$ cat config.mk
export PLATFORM = sky130hd
export DESIGN_NAME = load_use_stall_unit
export DESIGN_NICKNAME = d
export VERILOG_FILES = /design/src/rtl/ldu_pkg.sv /design/src/rtl/ldu_src_match.sv /design/src/rtl/ldu_stall_ctrl.sv /design/src/rtl/ldu_latches.sv /design/src/rtl/load_use_stall_unit.sv
export SDC_FILE = /design/constraint.sdc
export NUM_CORES = 1
export LEC_CHECK = 0
export ABC_CLOCK_PERIOD_IN_PS = 2800
export BUFFER_PORTS_ARGS = -buffer_cell sky130_fd_sc_hd__buf_4
export CORE_MARGIN = 5
export CORE_UTILIZATION = 45
export CTS_CLUSTER_SIZE = 14
export DETAILED_ROUTE_END_ITERATION = 10
export PLACE_DENSITY = 0.68
export SYNTH_ARGS = -nofsm -noshare
export SYNTH_HDL_FRONTEND = slang
export SYNTH_SLANG_ARGS = --single-unit
$ cat constraint.sdc
create_clock -name clk -period 2.8 [get_ports clk]
set_clock_uncertainty 0.1 [all_clocks]
set_input_delay 0.14 -clock clk [delete_from_list [all_inputs] [get_ports clk]]
set_output_delay 0.14 -clock clk [all_outputs]
set_load 0.005 [all_outputs]
$ cat src/rtl/ldu_pkg.sv
package ldu_pkg;
  localparam int REG_AW  = 5;
  localparam int NUM_SRC = 2;

  typedef struct packed {
    logic [REG_AW-1:0] rs;
    logic [REG_AW-1:0] rt;
    logic [REG_AW-1:0] rd;
    logic              memrd;
    logic              regwr;
  } instr_f_t;

  localparam instr_f_t INSTR_NONE = '{rs: '0, rt: '0, rd: '0, memrd: 1'b0, regwr: 1'b0};
endpackage

$ cat src/rtl/ldu_src_match.sv
module ldu_src_match #(
  parameter int NSRC = 2,
  parameter int AW   = 5
) (
  input  logic [NSRC-1:0][AW-1:0] src,
  input  logic [AW-1:0]           dst,
  output logic                    any_hit
);
  logic [NSRC-1:0] eq;

  generate
    for (genvar g = 0; g < NSRC; g++) begin : g_cmp
      assign eq[g] = (src[g] == dst);
    end
  endgenerate

  // A single OR: several matching sources still give one stall request.
  assign any_hit = |eq;
endmodule

$ cat src/rtl/ldu_stall_ctrl.sv
module ldu_stall_ctrl #(
  parameter int AW = 5
) (
  input  logic          src_hit,
  input  logic          ex_load,
  input  logic [AW-1:0] ex_dst,
  output logic          pc_we,
  output logic          dec_we,
  output logic          bubble_sel
);
  logic dst_live;
  logic stall;

  assign dst_live   = |ex_dst;
  assign stall      = ex_load & dst_live & src_hit;
  assign pc_we      = ~stall;
  assign dec_we     = ~stall;
  assign bubble_sel = stall;
endmodule

$ cat src/rtl/ldu_latches.sv
module ldu_latches
  import ldu_pkg::*;
#(
  parameter int PC_W    = 32,
  parameter int PC_STEP = 4
) (
  input  logic            clk,
  input  logic            rst,
  input  instr_f_t        fetch_f,
  input  logic            pc_we,
  input  logic            dec_we,
  input  logic            bubble_sel,
  output logic [PC_W-1:0] pc,
  output instr_f_t        dec_f,
  output instr_f_t        ex_f
);
  localparam logic [PC_W-1:0] STEP = PC_W'(PC_STEP);

  always_ff @(posedge clk) begin
    if (rst) begin
      pc    <= '0;
      dec_f <= INSTR_NONE;
      ex_f  <= INSTR_NONE;
    end else begin
      if (pc_we)  pc    <= pc + STEP;
      if (dec_we) dec_f <= fetch_f;
      ex_f <= bubble_sel ? INSTR_NONE : dec_f;
    end
  end

  p_pc_hold_r10: assert property (@(posedge clk) disable iff (rst)
    !pc_we |=> pc == $past(pc));
  p_pc_step_r10: assert property (@(posedge clk) disable iff (rst)
    pc_we |=> pc == $past(pc) + STEP);
  p_bubble_r2: assert property (@(posedge clk) disable iff (rst)
    bubble_sel |=> (ex_f.rd == '0) && !ex_f.memrd && !ex_f.regwr);
  p_dec_hold_r2: assert property (@(posedge clk) disable iff (rst)
    !dec_we |=> dec_f == $past(dec_f));
endmodule

$ cat src/rtl/load_use_stall_unit.sv
module load_use_stall_unit
  import ldu_pkg::*;
#(
  parameter int PC_W    = 32,
  parameter int PC_STEP = 4
) (
  input  logic              clk,
  input  logic              rst,
  input  logic [4:0]        fetch_rs,
  input  logic [4:0]        fetch_rt,
  input  logic [4:0]        fetch_rd,
  input  logic              fetch_memrd,
  input  logic              fetch_regwr,
  output logic [PC_W-1:0]   pc_q,
  output logic              pc_we,
  output logic              dec_we,
  output logic              bubble_sel,
  output logic [4:0]        ex_rd,
  output logic              ex_memrd,
  output logic              ex_regwr
);
  instr_f_t fetch_f;
  instr_f_t dec_f;
  instr_f_t ex_f;
  logic [NUM_SRC-1:0][REG_AW-1:0] dec_srcs;
  logic src_hit;

  assign fetch_f = '{rs: fetch_rs, rt: fetch_rt, rd: fetch_rd,
                     memrd: fetch_memrd, regwr: fetch_regwr};
  assign dec_srcs = {dec_f.rt, dec_f.rs};

  ldu_src_match #(.NSRC(NUM_SRC), .AW(REG_AW)) u_match (
    .src     (dec_srcs),
    .dst     (ex_f.rd),
    .any_hit (src_hit)
  );

  ldu_stall_ctrl #(.AW(REG_AW)) u_ctrl (
    .src_hit    (src_hit),
    .ex_load    (ex_f.memrd),
    .ex_dst     (ex_f.rd),
    .pc_we      (pc_we),
    .dec_we     (dec_we),
    .bubble_sel (bubble_sel)
  );

  ldu_latches #(.PC_W(PC_W), .PC_STEP(PC_STEP)) u_lat (
    .clk        (clk),
    .rst        (rst),
    .fetch_f    (fetch_f),
    .pc_we      (pc_we),
    .dec_we     (dec_we),
    .bubble_sel (bubble_sel),
    .pc         (pc_q),
    .dec_f      (dec_f),
    .ex_f       (ex_f)
  );

  assign ex_rd    = ex_f.rd;
  assign ex_memrd = ex_f.memrd;
  assign ex_regwr = ex_f.regwr;

  p_zero_dst_r3: assert property (@(posedge clk) disable iff (rst)
    (ex_f.rd == '0) |-> pc_we);
  p_alu_no_stall_r5: assert property (@(posedge clk) disable iff (rst)
    !ex_f.memrd |-> pc_we);
  p_single_stall_r9: assert property (@(posedge clk) disable iff (rst)
    !pc_we |=> pc_we);
  p_stall_cause_r1: assert property (@(posedge clk) disable iff (rst)
    !pc_we |-> (ex_f.rd == dec_f.rs) || (ex_f.rd == dec_f.rt));
endmodule

Word level (Yosys, flattened, before mapping)

Cells that the tools add are included.

Register bits: 56
Input port bits: 19
Output and inout port bits: 42
Word-level logic and storage cells: 18

$add $sub $neg: 1
Eq/ne operators: 2
Bitwise gates (word level): 3
Reduce and logical (&&, ||, !) cells: 3

Operator list:

| operator              | count |
|---|---|
| $add 32x3->32 const B | 1 |
| $eq 5x5->1            | 2 |
| $reduce_or 5->1       | 1 |
| $reduce_or 2->1       | 2 |
| $and 1x1->1           | 2 |
| $not 1->1             | 1 |

Depth between registers and ports, before layout

Word-level depth: 4
Gate-level depth with buffers: 7
Gate-level depth less buffers: 6

Modules after synthesis

A second synthesis with hierarchy kept.

Cells, all modules: 283
Area total of the unflattened synthesis: 2670.1 µm²

By module, submodules not included:

| module         | instances | cells an instance | area each (µm²) |
|---|---|---|---|
| ldu_latches    | 1         | 264               | 2522.4 |
| ldu_src_match  | 1         | 15                | 111.4 |
| ldu_stall_ctrl | 1         | 4                 | 36.3 |

Worst setup path after synthesis

Ideal clock, no wire load.

Path type: register -> register
Start point: register u_lat.ex_f[2] (netlist name)
End point: register u_lat.pc[25]
Setup time: 0.123 ns
Data arrival time: 1.836 ns
Required time: 2.577 ns
Setup slack: 0.740 ns
Stages on the path, launching flop included: 6
Path buffers: 1
Clock period less this slack: 2.060 ns
Path through: dfxtp_1 -> or4_1 -> o21a_1 -> buf_6 -> a2111oi_4 -> mux2_1

Word-level cells in the longest chain between the ends: 3
Elaborated cells on any way between the ends: 6
Classes of those cells: eq/ne: 2; bitwise: 2; reduce/logical: 2

RTL lines:

| item                                           | line                                      | text |
|---|---|---|
| $eq 5x5->1 or $reduce_or 5->1 (tied branches)  | ldu_src_match.sv:13, ldu_stall_ctrl.sv:14 |  |
| $reduce_or 2->1 or $and 1x1->1 (tied branches) | ldu_src_match.sv:18, ldu_stall_ctrl.sv:15 |  |
| $and 1x1->1 (*)                                | ldu_stall_ctrl.sv:15                      | `assign stall = ex_load & dst_live & src_hit;` |
| end signal: assignment                         | ldu_latches.sv:25                         | `if (pc_we) pc <= pc + STEP;` |
| end: declaration                               | ldu_latches.sv:13                         | `output logic [PC_W-1:0] pc,` |

Mark *: on every way between the ends. The rest lies on a longest branch, timed or not.
A chain may end at the register's enable or synchronous reset.

Final worst setup path

Start point: register u_lat.ex_f[2] (netlist name)
End point: output port bubble_sel

Word-level cells in the longest chain between the ends: 3
Elaborated cells on any way between the ends: 6
Classes of those cells: eq/ne: 2; bitwise: 2; reduce/logical: 2

RTL lines:

| item                                           | line                                      | text |
|---|---|---|
| $eq 5x5->1 or $reduce_or 5->1 (tied branches)  | ldu_src_match.sv:13, ldu_stall_ctrl.sv:14 |  |
| $reduce_or 2->1 or $and 1x1->1 (tied branches) | ldu_src_match.sv:18, ldu_stall_ctrl.sv:15 |  |
| $and 1x1->1 (*)                                | ldu_stall_ctrl.sv:15                      |  |
| end: declaration                               | load_use_stall_unit.sv:17                 | `output logic bubble_sel,` |

Marked as above.

==> impl_results.md <==
- CTS tree: built
- Critical Path Source: u_lat.ex_f[2]
- Share of layout cells above drive strength 1: about 27%
- Antenna violations before repair: 0
- Die Footprint: just under 0.008 mm^2
- Total grt overflow: 0
- # DRC: 0
- CP Depth: 6
- Worst slew pin tran: around 810 ps
- Initial core utilization: a little under half
- First-pass GRT wire length: roughly 11000 um
- Worst-path maximum fanout: 28
- Via count: 2529
- Hold/Removal Path Class: in2reg
- Final Critical Period: approximately 2400 ps
- Clk sinks: 54
- Die Span X: between 80 and 90 um
- # IOs: slightly above 60
- GP Congestion: 0.769
- DR vias/cell: roughly 5.5
- Cell count after placement: between 400 and 500
- PnR Total Power: between 1.5 and 2 mW
- #FFs+latches synth: 54
- Total Nets Final: a little over 400
- Post-synthesis instance area: 0.00279 mm^2
- GRT Total Usage: between 10% and 20%
- Critical Path AT: about 2200 ps
- Antenna diodes: 0
- Async set-or-reset flop fraction in the synthesized netlist: 0%
- Core outline area: roughly 0.0060 mm^2
- Delay of the slowest cell on the worst path: 550 ps
- WHS: about 7.7 ps
- Post-synth EDFFs: 0
- # port buffers: slightly below 60
- Max transition margin: 45.9%
- PwrDens: about 460 mW/mm^2
- CP Class: reg2out
- Worst r2r src: u_lat.ex_f[2]
- CP bufs+invs: 3
- Resized Gates After CTS: 0
- Post-Route WL: around 7000 um
- CP Data Required Time: roughly 2600 ps
- Setup TNS: 0 ps
- Area Overhead vs Synth: 24.3%
- CP endpoint kind: output port
- RSZ-0062 raised after global routing: no
- Post-Syn Instances: between 300 and 400
- Post-synth cell types: 37
- Pin count of the biggest net entering global routing: 83
- Max Buffers Root-to-Sink: 2
- H-tree depth: 2
- Synth Warn #: 0
- Clock Tree Root: clkbuf_8
- Critical path cell sequence: or4_1 -> o21a_1 -> buf_12 -> nand2_1 -> inv_2 -> buf_4
- DR iter-0 viols: ~160
- Post-DP HPWL: roughly 4700 um
- Final setup viols: 0
- Startpoint types: flip-flop
- Rows: 28
- Post-DRT Antenna Nets: 0
- Non-Filler Instances: around 460
- Num CTS Buffers: 5
- P_leak: ~1.4 nW
- Crit-path slowest cell: or4_1
- Outcome: completed
- First drt pass iteration count: 4
- Pins Over Slew Limit: 0
- Max IR drop VDD: roughly 0.00031 V
- Post-CTS Setup Bufs: 0
- WL per Instance: ~15 um
- Hold Path Depth: 3
- DIE HEIGHT: 88.7 um
- Final Hold Viols: 0
- Peak Freq: approximately 410 MHz
- Synth Area per Inst: between 8 and 9 um^2
- Top_reg_cell synth: dfxtp_1
- MaxCap Viol Count: 0
- Final period util: 87.3%
- Vias in the first global route: 2428
- Worst skew pair latency: approximately 300 ps
- Register area share after synthesis: between 30% and 40%
- Hold Crit Start: fetch_rd[1]
- Clock Pin Slew Worst Setup and Hold Paths: around 100 ps
- Cell family with most CP delay: simple AND/OR/NAND/NOR gates
- Worst-case reg-to-reg path depth: 5
==> synthesized netlist by cell type (5+ instances only) <==
cell type | instances | share of area [%]
a21oi_1 | 37 | 6.6
mux2_2 | 25 | 10
nand3_1 | 31 | 5.6
clkbuf_1 | 17 | 2.3
nor2b_1 | 27 | 6.1
nand4_1 | 10 | 2.2
nor3b_1 | 8 | 2.2
xnor2_1 | 10 | 3.1
buf_2 | 5 | 0.90
dfxtp_1 | 54 | 39
nor2_1 | 32 | 4.3
nand2_1 | 13 | 1.8
and3_1 | 5 | 1.1
o21ai_0 | 23 | 4.1
==> layout by cell type (no fill, tap or decap), types with 5 or more instances in the layout <==
master	netlist	final
and3_1	5	5
nor3b_1	8	8
nand3_1	31	31
xnor2_1	10	10
dfxtp_1	54	54
nand2_1	13	13
clkbuf_8	0	6
nor2_1	32	32
o21ai_0	23	22
nor2b_1	27	27
dlygate4sd3_1	0	10
mux2_2	25	25
nand4_1	10	10
a21oi_1	37	37
buf_4	3	64
==> worst register-to-register path, stage by stage, from the launching register on <==
cell	delay, ps
dfxtp_1	370
or4_1	550
o21a_1	370
buf_12	250
a211oi_1	300
mux2_2	360
==> worst paths after layout <==
kind / to / slack [ps]
worst min register to register: u_lat.dec_f[5] / 360
worst min-delay path: u_lat.dec_f[3] / 8
worst max-delay path: bubble_sel / 360
worst max register to register: u_lat.pc[10] / 420
==> sequential cells by signal, indices dropped and copies added, names as in the netlist <==
| signal | count |
|---|---|
| u_lat.pc | 30 |
| u_lat.dec_f | 17 |
| u_lat.ex_f | 7 |
==> metrics by stage <==
step                worst slack (ps)  util, %  area (um^2)
global placement                 482     54.5         3240
global route                     206     58.2         3470
floorplan                        740        -         2790
detailed placement               430     54.5         3240
CTS                              339     58.2         3470
finish                           356     58.2         3470
==> layer usage <==
layer	track usage, %	share of wire (%)
met5	0	0
met4	6.04	1.2
met2	30.7	47
met1	21.7	45
met3	4.93	6.9
==> power breakdown <==
| part | total (mW) | internal (mW) | switching (mW) |
|---|---|---|---|
| Sequential | 0.812 | 0.791 | 0.0204 |
| Combinational | 0.217 | 0.0872 | 0.130 |
| Clock | 0.558 | 0.295 | 0.263 |
| Total | 1.59 | 1.17 | 0.414 |
==> what timing repair did <==
action                                  CTS  global route
hold buffers                             10             0
endpoints found under the hold margin    10             0
endpoints found under the setup margin    0             0
==> logic make-up (layout without fill, tap and decap cells) <==
kind of cell	after synthesis	count (layout)	synth area share, %
other	1	2	0.135
muxes	28	28	11.4
DFF	54	54	38.8
and+or+nand+nor	137	137	26.3
adders and majority gates	1	1	0.449
AOI/OAI and AO/OA	69	69	14.4
xor gates and xnor gates	10	10	3.14
buffers and inverters	31	85	5.34
==> layout make-up <==
class	instances	area [um^2]
fill	549	2490
multi-input combinational	247	1560
sequential	54	1080
timing repair buffer	75	601
tap	75	93.8
clock buffer	6	82.6
clock inverter	2	38.8
inverter	2	7.51
Note: power is estimated with default switching activity, not from simulation.
